<file path="src/rtl/hxmt_pkg.sv">
package hxmt_pkg;

  typedef enum logic [1:0] {
    SEL_CTRL = 2'd0,
    SEL_HI   = 2'd1,
    SEL_LO   = 2'd2,
    SEL_STAT = 2'd3
  } hsel_e;

  typedef struct packed {
    logic hs_off;
    logic dma_on;
    logic little_end;
    logic treq_en;
  } hctl_t;

  localparam int CTL_W   = $bits(hctl_t);
  localparam int STAT_W  = 8;
  localparam int ST_TXE  = 1;
  localparam int ST_TRDY = 2;
  localparam int ST_F2   = 3;
  localparam int ST_F3   = 4;
  localparam int ST_DMA  = 6;

  // Terminating byte: low when little_end is 0, high when it is 1.
  function automatic logic is_term(input hsel_e sel, input logic little_end);
    return little_end ? (sel == SEL_HI) : (sel == SEL_LO);
  endfunction

  function automatic logic [STAT_W-1:0] pack_status(
      input logic txe, input logic trdy, input logic f2,
      input logic f3, input logic dma);
    logic [STAT_W-1:0] s;
    s          = '0;
    s[ST_TXE]  = txe;
    s[ST_TRDY] = trdy;
    s[ST_F2]   = f2;
    s[ST_F3]   = f3;
    s[ST_DMA]  = dma;
    return s;
  endfunction

endpackage

</file>
<file path="src/rtl/hxmt_byte_stage.sv">
module hxmt_byte_stage
  import hxmt_pkg::*;
#(
  parameter int BYTE_W = 8
) (
  input  logic              clk,
  input  logic              rst_n,
  input  logic              wr_en,
  input  hsel_e             wr_sel,
  input  logic [BYTE_W-1:0] wdata,
  input  logic              little_end,
  input  logic              init,
  input  logic              xfer,
  output logic [BYTE_W-1:0] hi_q,
  output logic [BYTE_W-1:0] lo_q,
  output logic              txe,
  output logic              term_wr
);

  logic hi_wr, lo_wr;

  assign hi_wr   = wr_en && (wr_sel == SEL_HI);
  assign lo_wr   = wr_en && (wr_sel == SEL_LO);
  assign term_wr = wr_en && is_term(wr_sel, little_end);

  always_ff @(posedge clk) begin
    if (!rst_n) begin
      hi_q <= '0;
      lo_q <= '0;
    end else begin
      if (hi_wr) hi_q <= wdata;
      if (lo_wr) lo_q <= wdata;
    end
  end

  // Priority: init, then terminating write, then transfer.
  always_ff @(posedge clk) begin
    if (!rst_n)       txe <= 1'b1;
    else if (init)    txe <= 1'b1;
    else if (term_wr) txe <= 1'b0;
    else if (xfer)    txe <= 1'b1;
  end


  term_clears_txe_chk: assert property (@(posedge clk) disable iff (!rst_n)
    term_wr && !init |=> !txe);


  init_sets_txe_chk: assert property (@(posedge clk) disable iff (!rst_n)
    init |=> txe);


  nonterm_keeps_txe_chk: assert property (@(posedge clk) disable iff (!rst_n)
    (hi_wr || lo_wr) && !term_wr && !init && !xfer |=> $stable(txe));

endmodule

</file>
<file path="src/rtl/hxmt_rx_slot.sv">
module hxmt_rx_slot #(
  parameter int WORD_W = 16
) (
  input  logic              clk,
  input  logic              rst_n,
  input  logic              load,
  input  logic [WORD_W-1:0] word_in,
  input  logic              dsp_rd,
  output logic [WORD_W-1:0] rx_word,
  output logic              rx_full
);

  always_ff @(posedge clk) begin
    if (!rst_n) begin
      rx_word <= '0;
      rx_full <= 1'b0;
    end else if (load) begin
      rx_word <= word_in;
      rx_full <= 1'b1;
    end else if (dsp_rd) begin
      rx_full <= 1'b0;
    end
  end


  load_captures_chk: assert property (@(posedge clk) disable iff (!rst_n)
    load |=> rx_full && (rx_word == $past(word_in)));


  full_holds_chk: assert property (@(posedge clk) disable iff (!rst_n)
    rx_full && !dsp_rd |=> rx_full && $stable(rx_word));

endmodule

</file>
<file path="src/rtl/hxmt_flag_mirror.sv">
module hxmt_flag_mirror #(
  parameter int FLAG_N = 2
) (
  input  logic              clk,
  input  logic              rst_n,
  input  logic              we,
  input  logic [FLAG_N-1:0] flags_in,
  output logic [FLAG_N-1:0] flags_q
);

  always_ff @(posedge clk) begin
    if (!rst_n)  flags_q <= '0;
    else if (we) flags_q <= flags_in;
  end


  mirror_stable_chk: assert property (@(posedge clk) disable iff (!rst_n)
    !we |=> $stable(flags_q));

endmodule

</file>
<file path="src/rtl/host_tx_path.sv">
module host_tx_path
  import hxmt_pkg::*;
#(
  parameter int BYTE_W = 8
) (
  input  logic                clk,
  input  logic                rst_n,
  input  logic                host_wr,
  input  logic [1:0]          host_sel,
  input  logic [BYTE_W-1:0]   host_wdata,
  input  logic                host_init,
  input  logic                dsp_rd,
  input  logic                dsp_ctl_we,
  input  logic [1:0]          dsp_flags,
  output logic [7:0]          host_status,
  output logic                host_req,
  output logic [2*BYTE_W-1:0] dsp_rx_word,
  output logic                dsp_rx_full
);

  localparam int WORD_W = 2 * BYTE_W;

  hsel_e             sel;
  hctl_t             ctl;
  logic [BYTE_W-1:0] hi_q, lo_q;
  logic              txe, term_wr, xfer, trdy, dma_act;
  logic [1:0]        flags_q;

  assign sel = hsel_e'(host_sel);

  always_ff @(posedge clk) begin
    if (!rst_n)                            ctl <= '0;
    else if (host_wr && sel == SEL_CTRL)   ctl <= hctl_t'(host_wdata[CTL_W-1:0]);
  end

  // Named event: a pending word moves into the receive register.
  assign xfer = !txe && !dsp_rx_full && !host_init;

  hxmt_byte_stage #(.BYTE_W(BYTE_W)) u_bytes (
    .clk        (clk),
    .rst_n      (rst_n),
    .wr_en      (host_wr),
    .wr_sel     (sel),
    .wdata      (host_wdata),
    .little_end (ctl.little_end),
    .init       (host_init),
    .xfer       (xfer),
    .hi_q       (hi_q),
    .lo_q       (lo_q),
    .txe        (txe),
    .term_wr    (term_wr)
  );

  hxmt_rx_slot #(.WORD_W(WORD_W)) u_rx (
    .clk     (clk),
    .rst_n   (rst_n),
    .load    (xfer),
    .word_in ({hi_q, lo_q}),
    .dsp_rd  (dsp_rd),
    .rx_word (dsp_rx_word),
    .rx_full (dsp_rx_full)
  );

  hxmt_flag_mirror #(.FLAG_N(2)) u_flags (
    .clk      (clk),
    .rst_n    (rst_n),
    .we       (dsp_ctl_we),
    .flags_in (dsp_flags),
    .flags_q  (flags_q)
  );

  assign trdy        = txe && !dsp_rx_full;
  assign dma_act     = ctl.dma_on && !ctl.hs_off;
  assign host_status = pack_status(txe, trdy, flags_q[0], flags_q[1], dma_act);
  assign host_req    = ctl.treq_en && txe;


  req_implies_txe_chk: assert property (@(posedge clk) disable iff (!rst_n)
    host_req |-> host_status[ST_TXE]);


  collide_keeps_pending_chk: assert property (@(posedge clk) disable iff (!rst_n)
    xfer && term_wr |=> !host_status[ST_TXE] && dsp_rx_full);


  ready_needs_empty_rx_chk: assert property (@(posedge clk) disable iff (!rst_n)
    host_status[ST_TRDY] |-> !dsp_rx_full);


  dma_off_when_hs_off_chk: assert property (@(posedge clk) disable iff (!rst_n)
    ctl.hs_off |-> !host_status[ST_DMA]);

endmodule

</file>
<file path="config.mk">
export PLATFORM = sky130hd
export DESIGN_NAME = host_tx_path
export DESIGN_NICKNAME = d
export VERILOG_FILES = /design/src/rtl/hxmt_pkg.sv /design/src/rtl/hxmt_byte_stage.sv /design/src/rtl/hxmt_rx_slot.sv /design/src/rtl/hxmt_flag_mirror.sv /design/src/rtl/host_tx_path.sv
export SDC_FILE = /design/constraint.sdc
export NUM_CORES = 1
export LEC_CHECK = 0
export CAP_MARGIN = 40
export CORE_ASPECT_RATIO = 0.6
export CORE_MARGIN = 2
export CORE_UTILIZATION = 46
export CTS_CLUSTER_SIZE = 28
export DETAILED_ROUTE_END_ITERATION = 8
export PLACE_DENSITY = 0.77
export SYNTH_ARGS = -nofsm -noshare
export SYNTH_HDL_FRONTEND = slang
export SYNTH_SLANG_ARGS = --single-unit
</file>
<file path="constraint.sdc">
create_clock -name clk -period 1.4 [get_ports clk]
set_input_delay 0.21 -clock clk [delete_from_list [all_inputs] [get_ports clk]]
set_output_delay 0.21 -clock clk [all_outputs]
set_load 0.02 [all_outputs]
</file>
Word-level counts from Yosys, hierarchy flattened
Cells that the tools add are included. Widths: inputs -> output; s select.

Bits in registers: 40. Bits in latches: 0. Memory bits (writable): 0. ROM bits: 0. Input bits: 18. Output and inout bits: 26. Word-level logic and storage cells: 35. Memories kept: 0.

Add/subtract/negate cells: 0. Multipliers: 0. Divide/modulo/power cells: 0. $lt $le $gt $ge: 0. Eq/ne operators: 2. Shift-type cells: 0. Muxes and demuxes: 5. Bitwise logic cells: 1. Reduce and logical (&&, ||, !) cells: 17.

Operator list (count): $logic_and 1x1->1 (9); $mux 1 (5); $logic_not 1->1 (4); $reduce_bool 2->1 (2); $eq 2x1->1 const B (1); $eq 2x2->1 const B (1); $logic_not 2->1 (1); $reduce_or 2->1 (1); $not 1->1 (1).

Longest topological paths before layout
Gate-level depths: netlist of run 1.

Word-level depth: 5. Gate-level depth with buffers: 5. Gate-level depth less buffers: 3.

Cells and area by module
From an unflattened synthesis of run 1, not the netlist that was laid out.

Cell total of the unflattened synthesis: 149. Area, all modules: 1649.1 um^2.

By module, submodules not included: hxmt_byte_stage (times used 1, cells each 60, area an instance 680.7 um^2); hxmt_rx_slot (times used 1, cells each 54, area an instance 649.4 um^2); host_tx_path (times used 1, cells each 29, area an instance 246.5 um^2); hxmt_flag_mirror (times used 1, cells each 6, area an instance 72.6 um^2).

Worst setup path after synthesis of run 1
No wires, ideal clock.

Path type: register to register. From: register u_rx.rx_full. To: register u_rx.rx_word[15]. Setup time: 116 ps. Arrival: 1159 ps. Required time: 1284 ps. Setup slack: 124 ps. Stages on the path, launching flop included: 6. Path buffers: 2. Period minus slack after synthesis: 1276 ps. Cell sequence: dfxtp_1 > or3_1 > buf_6 > buf_6 > nand2_1 > a21boi_1.

Longest elaborated chain between the ends: 3.

Ends and longest elaborated chain: start: declaration (RTL line hxmt_rx_slot.sv:10) `output logic rx_full`; start signal: assignment (RTL line hxmt_rx_slot.sv:16) `rx_full <= 1'b0;`; start signal: assignment (RTL line hxmt_rx_slot.sv:19) `rx_full <= 1'b1;`; start signal: assignment (RTL line hxmt_rx_slot.sv:21) `rx_full <= 1'b0;`; $logic_not 1->1 (RTL line host_tx_path.sv:37) `assign xfer = !txe && !dsp_rx_full && !host_init;`; $logic_and 1x1->1 (2 in a row) (RTL line host_tx_path.sv:37); end signal: assignment (RTL line hxmt_rx_slot.sv:18) `rx_word <= word_in;`; end: declaration (RTL line hxmt_rx_slot.sv:9) `output logic [WORD_W-1:0] rx_word,`.

No other way between the ends. A chain may end at the register's enable or synchronous reset.

Final worst setup path of run 1
From: register u_bytes.txe. To: output host_status[2].

Longest elaborated chain between the ends: 1.

Ends and longest elaborated chain: start: declaration (RTL line hxmt_byte_stage.sv:16) `output logic txe,`; start signal: assignment (RTL line hxmt_byte_stage.sv:38) `if (!rst_n) txe <= 1'b1;`; start signal: assignment (RTL line hxmt_byte_stage.sv:39) `else if (init) txe <= 1'b1;`; start signal: assignment (RTL line hxmt_byte_stage.sv:40) `else if (term_wr) txe <= 1'b0;`; $logic_and 1x1->1 (RTL line host_tx_path.sv:72) `assign trdy = txe && !dsp_rx_full;`; end: declaration (RTL line host_tx_path.sv:15) `output logic [7:0] host_status,`.

No other way between the ends.

==> results.json, run 1 <==
{
  "status": "completed",
  "holdPathStages": 2,
  "path_cells": "nor2b_1 -> dlygate4sd2_1",
  "synth_seq_cells": 40,
  "maxSlewViolCount": 0,
  "finalSetupTns_ns": 0,
  "fmax_ghz": 0.761,
  "clockBufferDepth": 2,
  "finalCritPeriodShare_pct": 93.9,
  "fillCellCount": 281,
  "synthesis.area_mm2": 0.00162,
  "core_area_mm2": 0.00330,
  "die_y_um": 49.9,
  "hold_buffers": 0,
  "hold_class": "flip-flop to flip-flop",
  "worstPathRequired_ns": 1.19,
  "swShare_pct": 21.8,
  "antenna_left": 0,
  "synth.distinct_cells": 19,
  "firstDrtPassIters": 4,
  "critPathSlowestCell": "dfxtp_1",
  "dieArea_mm2": 0.00402,
  "synth_edf_count": 0,
  "drtIter0Drc": 30,
  "seqPwrFrac_pct": 54.6,
  "synth_commonest_cells": "dfxtp_1, nand2_1, nor2b_1",
  "num_antenna_cells": 0,
  "grt_max_degree": 41,
  "synth.area.top_cells": "dfxtp_1, mux2i_1, nor2b_1, nand2_1, a21boi_1",
  "cts_tree": "built",
  "numCtsBuffers": 5,
  "path_class": "flip-flop to primary output",
  "numClockSinks": 40,
  "p_comb_share_pct": 9.5,
  "dp.cells": 243,
  "cp_slowest_stage_delay_ns": 0.36,
  "cp.arrival_ns": 1.10,
  "gp_congestion": 0.749,
  "ys_async_sr_fraction_pct": 0,
  "clock_latency_ns": 0.28,
  "syn_inst": 162,
  "drc": 0,
  "cts_root_buf": "clkbuf_8",
  "ir_drop_uv": 670,
  "clk_pin_slew_ns": 0.07,
  "syn_avg_cell_area_um2": 9.98,
  "synth_area_leader_cell": "dfxtp_1",
  "placement_rows": 16,
  "pwr_density_cell_mw_per_mm2": 979,
  "post-route-min-period_ns": 1.31,
  "htreeDepth": 2,
  "yosys_warnings": 0,
  "clockPowerShare_pct": 35.9,
  "ios": 44,
  "end_kind": "primary output",
  "layout-drive-gt1-share_pct": 9.66,
  "synth.most_common_cell": "dfxtp_1",
  "wl_mm": 3.24,
  "start_kind": "flip-flop",
  "grt_pass1_vias": 1212,
  "routedWlPerCell_um": 12.8,
  "fin_worst_skew_ns": 0.00271,
  "grt-ovfl-total": 0,
  "port_buffers": 40,
  "grt_usage_pct": 17.1,
  "vias": 1202,
  "viasPerCell": 4.77,
  "fp.dieW_um": 80.5,
  "finalHoldViolCount": 0,
  "antenna_found_initial": 0,
  "ff2ff_path_depth": 5,
  "grt_setup_unrepaired": "no",
  "switchingPower_w": 0.000469,
  "crit_fanout": 4,
  "yosys.area.top_type_share_pct": 49.5,
  "cap_violations": 0,
  "dp_hpwl_mm": 2.21,
  "leakage_nw": 0.970,
  "area_growth_pct": 35.9,
  "synth_seq_area_share_pct": 49.5,
  "nets": 224,
  "setup_viol": 0,
  "initial_core_util_pct": 48.9,
  "grt_first_pass_wirelength_mm": 5.34,
  "p_int_w": 0.00168,
  "final-instance-count-excl-fill": 252,
  "synthFlopType": "dfxtp_1"
}
logic make-up after synthesis:
family,share of synthesized area [%]
AO/OA/AOI/OAI,8.44
buffers and inverters,6.19
flip-flops,49.5
multiplexers,14.2
other,0.232
AND/OR/NAND/NOR,21.4
power by group through the flow:
stage	clock network (W)	registers [W]	logic (W)
floorplan	0	0.00120	0.000106
global placement	0	0.00120	0.000203
detailed placement	0	0.00120	0.000208
CTS	0.000790	0.00117	0.000203
global route	0.000833	0.00118	0.000221
finish	0.000772	0.00117	0.000205
critical path, delay by kind of cell (launching register included):
family | cells | cell delay, ns
flops | 1 | 0.36
simple gates | 1 | 0.13
buf+inv | 1 | 0.33
what timing repair did:
item                                    4_1_cts  5_1_grt
endpoints found under the setup margin       23        8
cloned                                        0        1
buffers inserted                              0        0
gates resized for setup                      23        3
per-stage QoR:
stage / util [%] / power [W] / hold WS (ns) / area (um^2) / setup slack, ns
6_report: 66.5 / 0.00215 / 0.456 / 2200 / 0.0851
5_1_grt: 66.5 / 0.00223 / 0.482 / 2200 / 0.00209
4_1_cts: 65.4 / 0.00217 / 0.461 / 2160 / 0.0509
3_5_place_dp: 63.5 / 0.00141 / 0.450 / 2100 / -0.0730
3_3_place_gp: 63.5 / 0.00140 / 0.443 / 2100 / -0.00756
2_1_floorplan: - / 0.00131 / 0.312 / 1620 / 0.124
flip-flops by register name, summed over array words and instances (netlist names):
name             flops
ctl                  4
u_bytes.hi_q         8
u_bytes.lo_q         8
u_bytes.txe          1
u_flags.flags_q      2
u_rx.rx_full         1
u_rx.rx_word        16
per-layer routing:
layer  vias to the layer above  share of wire (%)  global-route usage, %
met1                       564                 49                   21.7
met5                         -                  0                      0
met3                         2                5.6                   5.13
met2                        31                 45                   29.0
met4                         0               0.53                   3.39
li1                        605                  -                      -
final cells by class:
type,count,area [um^2],area share (%)
timing repair buffer,50,522,23.7
multi-input combinational,109,728,33.1
clock buffer,8,90.1,4.10
sequential,40,801,36.4
tap,45,56.3,2.56
cell usage in the layout (no fill, tap or decap):
cell / synthesis / layout
o21ai_0: 1 / 1
nor3b_2: 1 / 1
nor3_4: 1 / 1
a21boi_0: 7 / 7
buf_12: 0 / 4
mux2i_1: 23 / 23
dlygate4sd2_1: 0 / 23
clkdlybuf4s50_1: 0 / 17
nand2_1: 32 / 32
clkbuf_16: 0 / 1
clkbuf_1: 4 / 2
and2_1: 1 / 1
conb_1: 1 / 3
a21boi_1: 9 / 9
clkbuf_8: 0 / 6
nor2b_1: 26 / 26
a21boi_2: 1 / 1
dfxtp_1: 40 / 40
or3_4: 0 / 1
buf_4: 7 / 4
nand2b_1: 1 / 1
nand3b_1: 2 / 2
buf_8: 0 / 1
final timing paths:
check                   from                to  slack (ns)
min reg2reg  u_bytes.hi_q[1]   u_rx.rx_word[9]        0.46
min          u_bytes.hi_q[1]   u_rx.rx_word[9]        0.46
max reg2reg      u_bytes.txe  u_rx.rx_word[13]        0.09
max              u_bytes.txe    host_status[2]        0.09
No activity file was read; power rests on OpenSTA's default activity.
==> run 2: changes to the inputs <==
--- a/config.mk
+++ b/config.mk
@@ -11,6 +11,7 @@
 export CORE_UTILIZATION = 46
 export CTS_CLUSTER_SIZE = 28
 export DETAILED_ROUTE_END_ITERATION = 8
+export HOLD_SLACK_MARGIN = 0.1
 export PLACE_DENSITY = 0.77
 export SYNTH_ARGS = -nofsm -noshare
 export SYNTH_HDL_FRONTEND = slang
==> constraint.sdc (replaced) <==
create_clock -name clk -period 1.6 [get_ports clk]
set_input_delay 0.24 -clock clk [delete_from_list [all_inputs] [get_ports clk]]
set_output_delay 0.24 -clock clk [all_outputs]
set_load 0.02 [all_outputs]
==> run 2 against run 1 <==
  * Hold slack better by 0.0016 ns
  * Register-to-register slack improved by 0.28 ns
  * Clock-buffer cell count shrank 1
  * Global-route usage grew 1.3 points
  * Final cell count shrank 0.79%
  * Clock skew decreased by 0.0012 ns
  * Routed wire length increased by 1.6%
  * Worst setup slack got worse by 0.013 ns
  * Die area unchanged
  * Clock power grew 14%
  * Via count is essentially flat
  * Largest cell class unchanged
  * Highest routed layer unchanged
==> results.json, run 2 (synthesis gave the netlist of run 1 again) <==
{
  "mostFrequentLayoutCells": "dfxtp_1, clkdlybuf4s50_1, nand2_1, nor2b_1, mux2i_1",
  "regMostFlops": "u_rx.rx_word",
  "critPathBufInv": 1,
  "finalHoldViolCount": 0,
  "hold_buffers": 0,
  "dp.cells": 242,
  "fillCellCount": 261,
  "critPathSlowestCell": "clkdlybuf4s50_1",
  "drc": 0,
  "hold_class": "flip-flop to flip-flop",
  "ios": 44,
  "holdPathStages": 2,
  "grt_usage_pct": 18.4,
  "layout_commonest_cell": "dfxtp_1",
  "fin_worst_skew_ns": 0.00155,
  "wl_mm": 3.29,
  "grt_max_degree": 18,
  "port_buffers": 40,
  "ir_drop_uv": 547,
  "cts_tree": "built",
  "grt_use_met2_pct": 29.7,
  "drtIter0Drc": 57,
  "cp_top_family": "buffers and inverters",
  "nets": 222,
  "firstDrtPassIters": 4,
  "path_cells": "clkdlybuf4s50_1",
  "status": "completed",
  "placement_rows": 16,
  "finalSetupTns_ns": 0,
  "start_kind": "flip-flop",
  "fp.dieW_um": 80.5,
  "htreeDepth": 2,
  "use_met1_pct": 23.3,
  "met3_usage_pct": 8.24,
  "cts_root_buf": "clkbuf_8",
  "finalCritPeriodShare_pct": 95.5,
  "area_growth_pct": 36.4,
  "grt_pass1_vias": 1143,
  "numClockSinks": 40,
  "seq_area_um2": 802,
  "final-instance-count-excl-fill": 250,
  "grt_first_pass_wirelength_mm": 5.50,
  "largest_reg_flops": 16,
  "die_y_um": 49.9,
  "end_kind": "primary output",
  "maxSlewViolCount": 0,
  "path_class": "flip-flop to primary output",
  "viasPerCell": 4.80,
  "routedWlPerCell_um": 13.2,
  "antenna_left": 0,
  "worstPathRequired_ns": 1.36,
  "reg_top3": "u_rx.rx_word x16, u_bytes.hi_q x8, u_bytes.lo_q x8",
  "dp_hpwl_mm": 2.40,
  "gp_congestion": 0.745,
  "vias": 1201,
  "fmax_ghz": 0.654,
  "setup_viol": 0,
  "cp.arrival_ns": 1.29,
  "clk_pin_slew_ns": 0.07,
  "core_area_mm2": 0.00330,
  "postPlaceCellArea_mm2": 0.00208,
  "num_antenna_cells": 0,
  "layout-drive-gt1-share_pct": 9.76,
  "path_depth": 1,
  "post-route-min-period_ns": 1.53,
  "pwr_density_cell_mw_per_mm2": 946,
  "numCtsBuffers": 5,
  "cp_slowest_stage_delay_ns": 0.62,
  "initial_core_util_pct": 48.9,
  "dieArea_mm2": 0.00402,
  "clock_latency_ns": 0.28,
  "grt_setup_unrepaired": "no",
  "clockBufferDepth": 2,
  "leakage_nw": 0.890,
  "grt-ovfl-total": 0,
  "antenna_found_initial": 0,
  "top_usage_layer": "met2",
  "ff2ff_path_depth": 4,
  "cap_violations": 0,
  "crit_fanout": 6,
  "final_area_mm2": 0.00220,
  "multi_input_comb_area_um2": 723,
  "cts_setup_buffers": 0
}
==> run 2: cell count changes in the layout (fill, tap and decap cells not counted), sizes merged <==
cell	change
clkdlybuf4s50	+19
clkbuf	-2
dlymetal6s2s	+1
dlygate4sd2	-20
buf	-1
bufinv	+1
==> run 2: repair_timing <==
item                                    in CTS  in global routing
cloned                                       0                  0
endpoints found under the setup margin       4                  1
resized for setup                            4                  1
==> run 2: per-layer routing <==
layer / part of all wire, % / wire length [um]
met5: 0 / 0
met4: 0.61 / 20
met3: 6.1 / 199
met2: 45 / 1490
met1: 48 / 1570
==> run 2: metrics by stage <==
step	power (W)	hold slack, ns	worst slack (ns)	util, %
after CTS	0.00210	0.459	0.0189	66.7
after detailed placement	0.00123	0.450	0.122	62.9
after global routing	0.00218	0.483	0.00994	66.7
after global placement	0.00122	0.444	0.160	62.9
after floorplan	0.00115	0.342	0.324	-
final	0.00209	0.458	0.0720	66.7
==> run 2: area by class of cell <==
class | count | area share [%]
sequential | 40 | 36.4
multi-input combinational | 109 | 32.8
timing repair buffer | 48 | 22.5
clock buffer | 7 | 4.37
tap | 45 | 2.55
clock inverter | 1 | 1.36
==> run 2: path summary, 6_finish.rpt <==
kind / startpoint / end / slack [ns]
min: u_bytes.hi_q[1] / u_rx.rx_word[9] / 0.46
min reg2reg: u_bytes.hi_q[1] / u_rx.rx_word[9] / 0.46
max: u_bytes.txe / host_status[1] / 0.07
max reg2reg: u_rx.rx_full / u_rx.rx_word[7] / 0.37
==> run 2: power breakdown <==
group	internal [W]	leakage (nW)	switching, W
Clock	0.000550	0.0645	0.000329
Combinational	0.000103	0.502	0.0000744
Sequential	0.00102	0.324	0.0000118
Total	0.00167	0.890	0.000416
==> run 2: worst reg2reg max path, delay by kind of cell (launching register included) <==
kind	cells	cell delay, ns
AOI/OAI and AO/OA	1	0.07
buffers and inverters	1	0.21
DFF	1	0.37
and+or+nand+nor	2	0.48
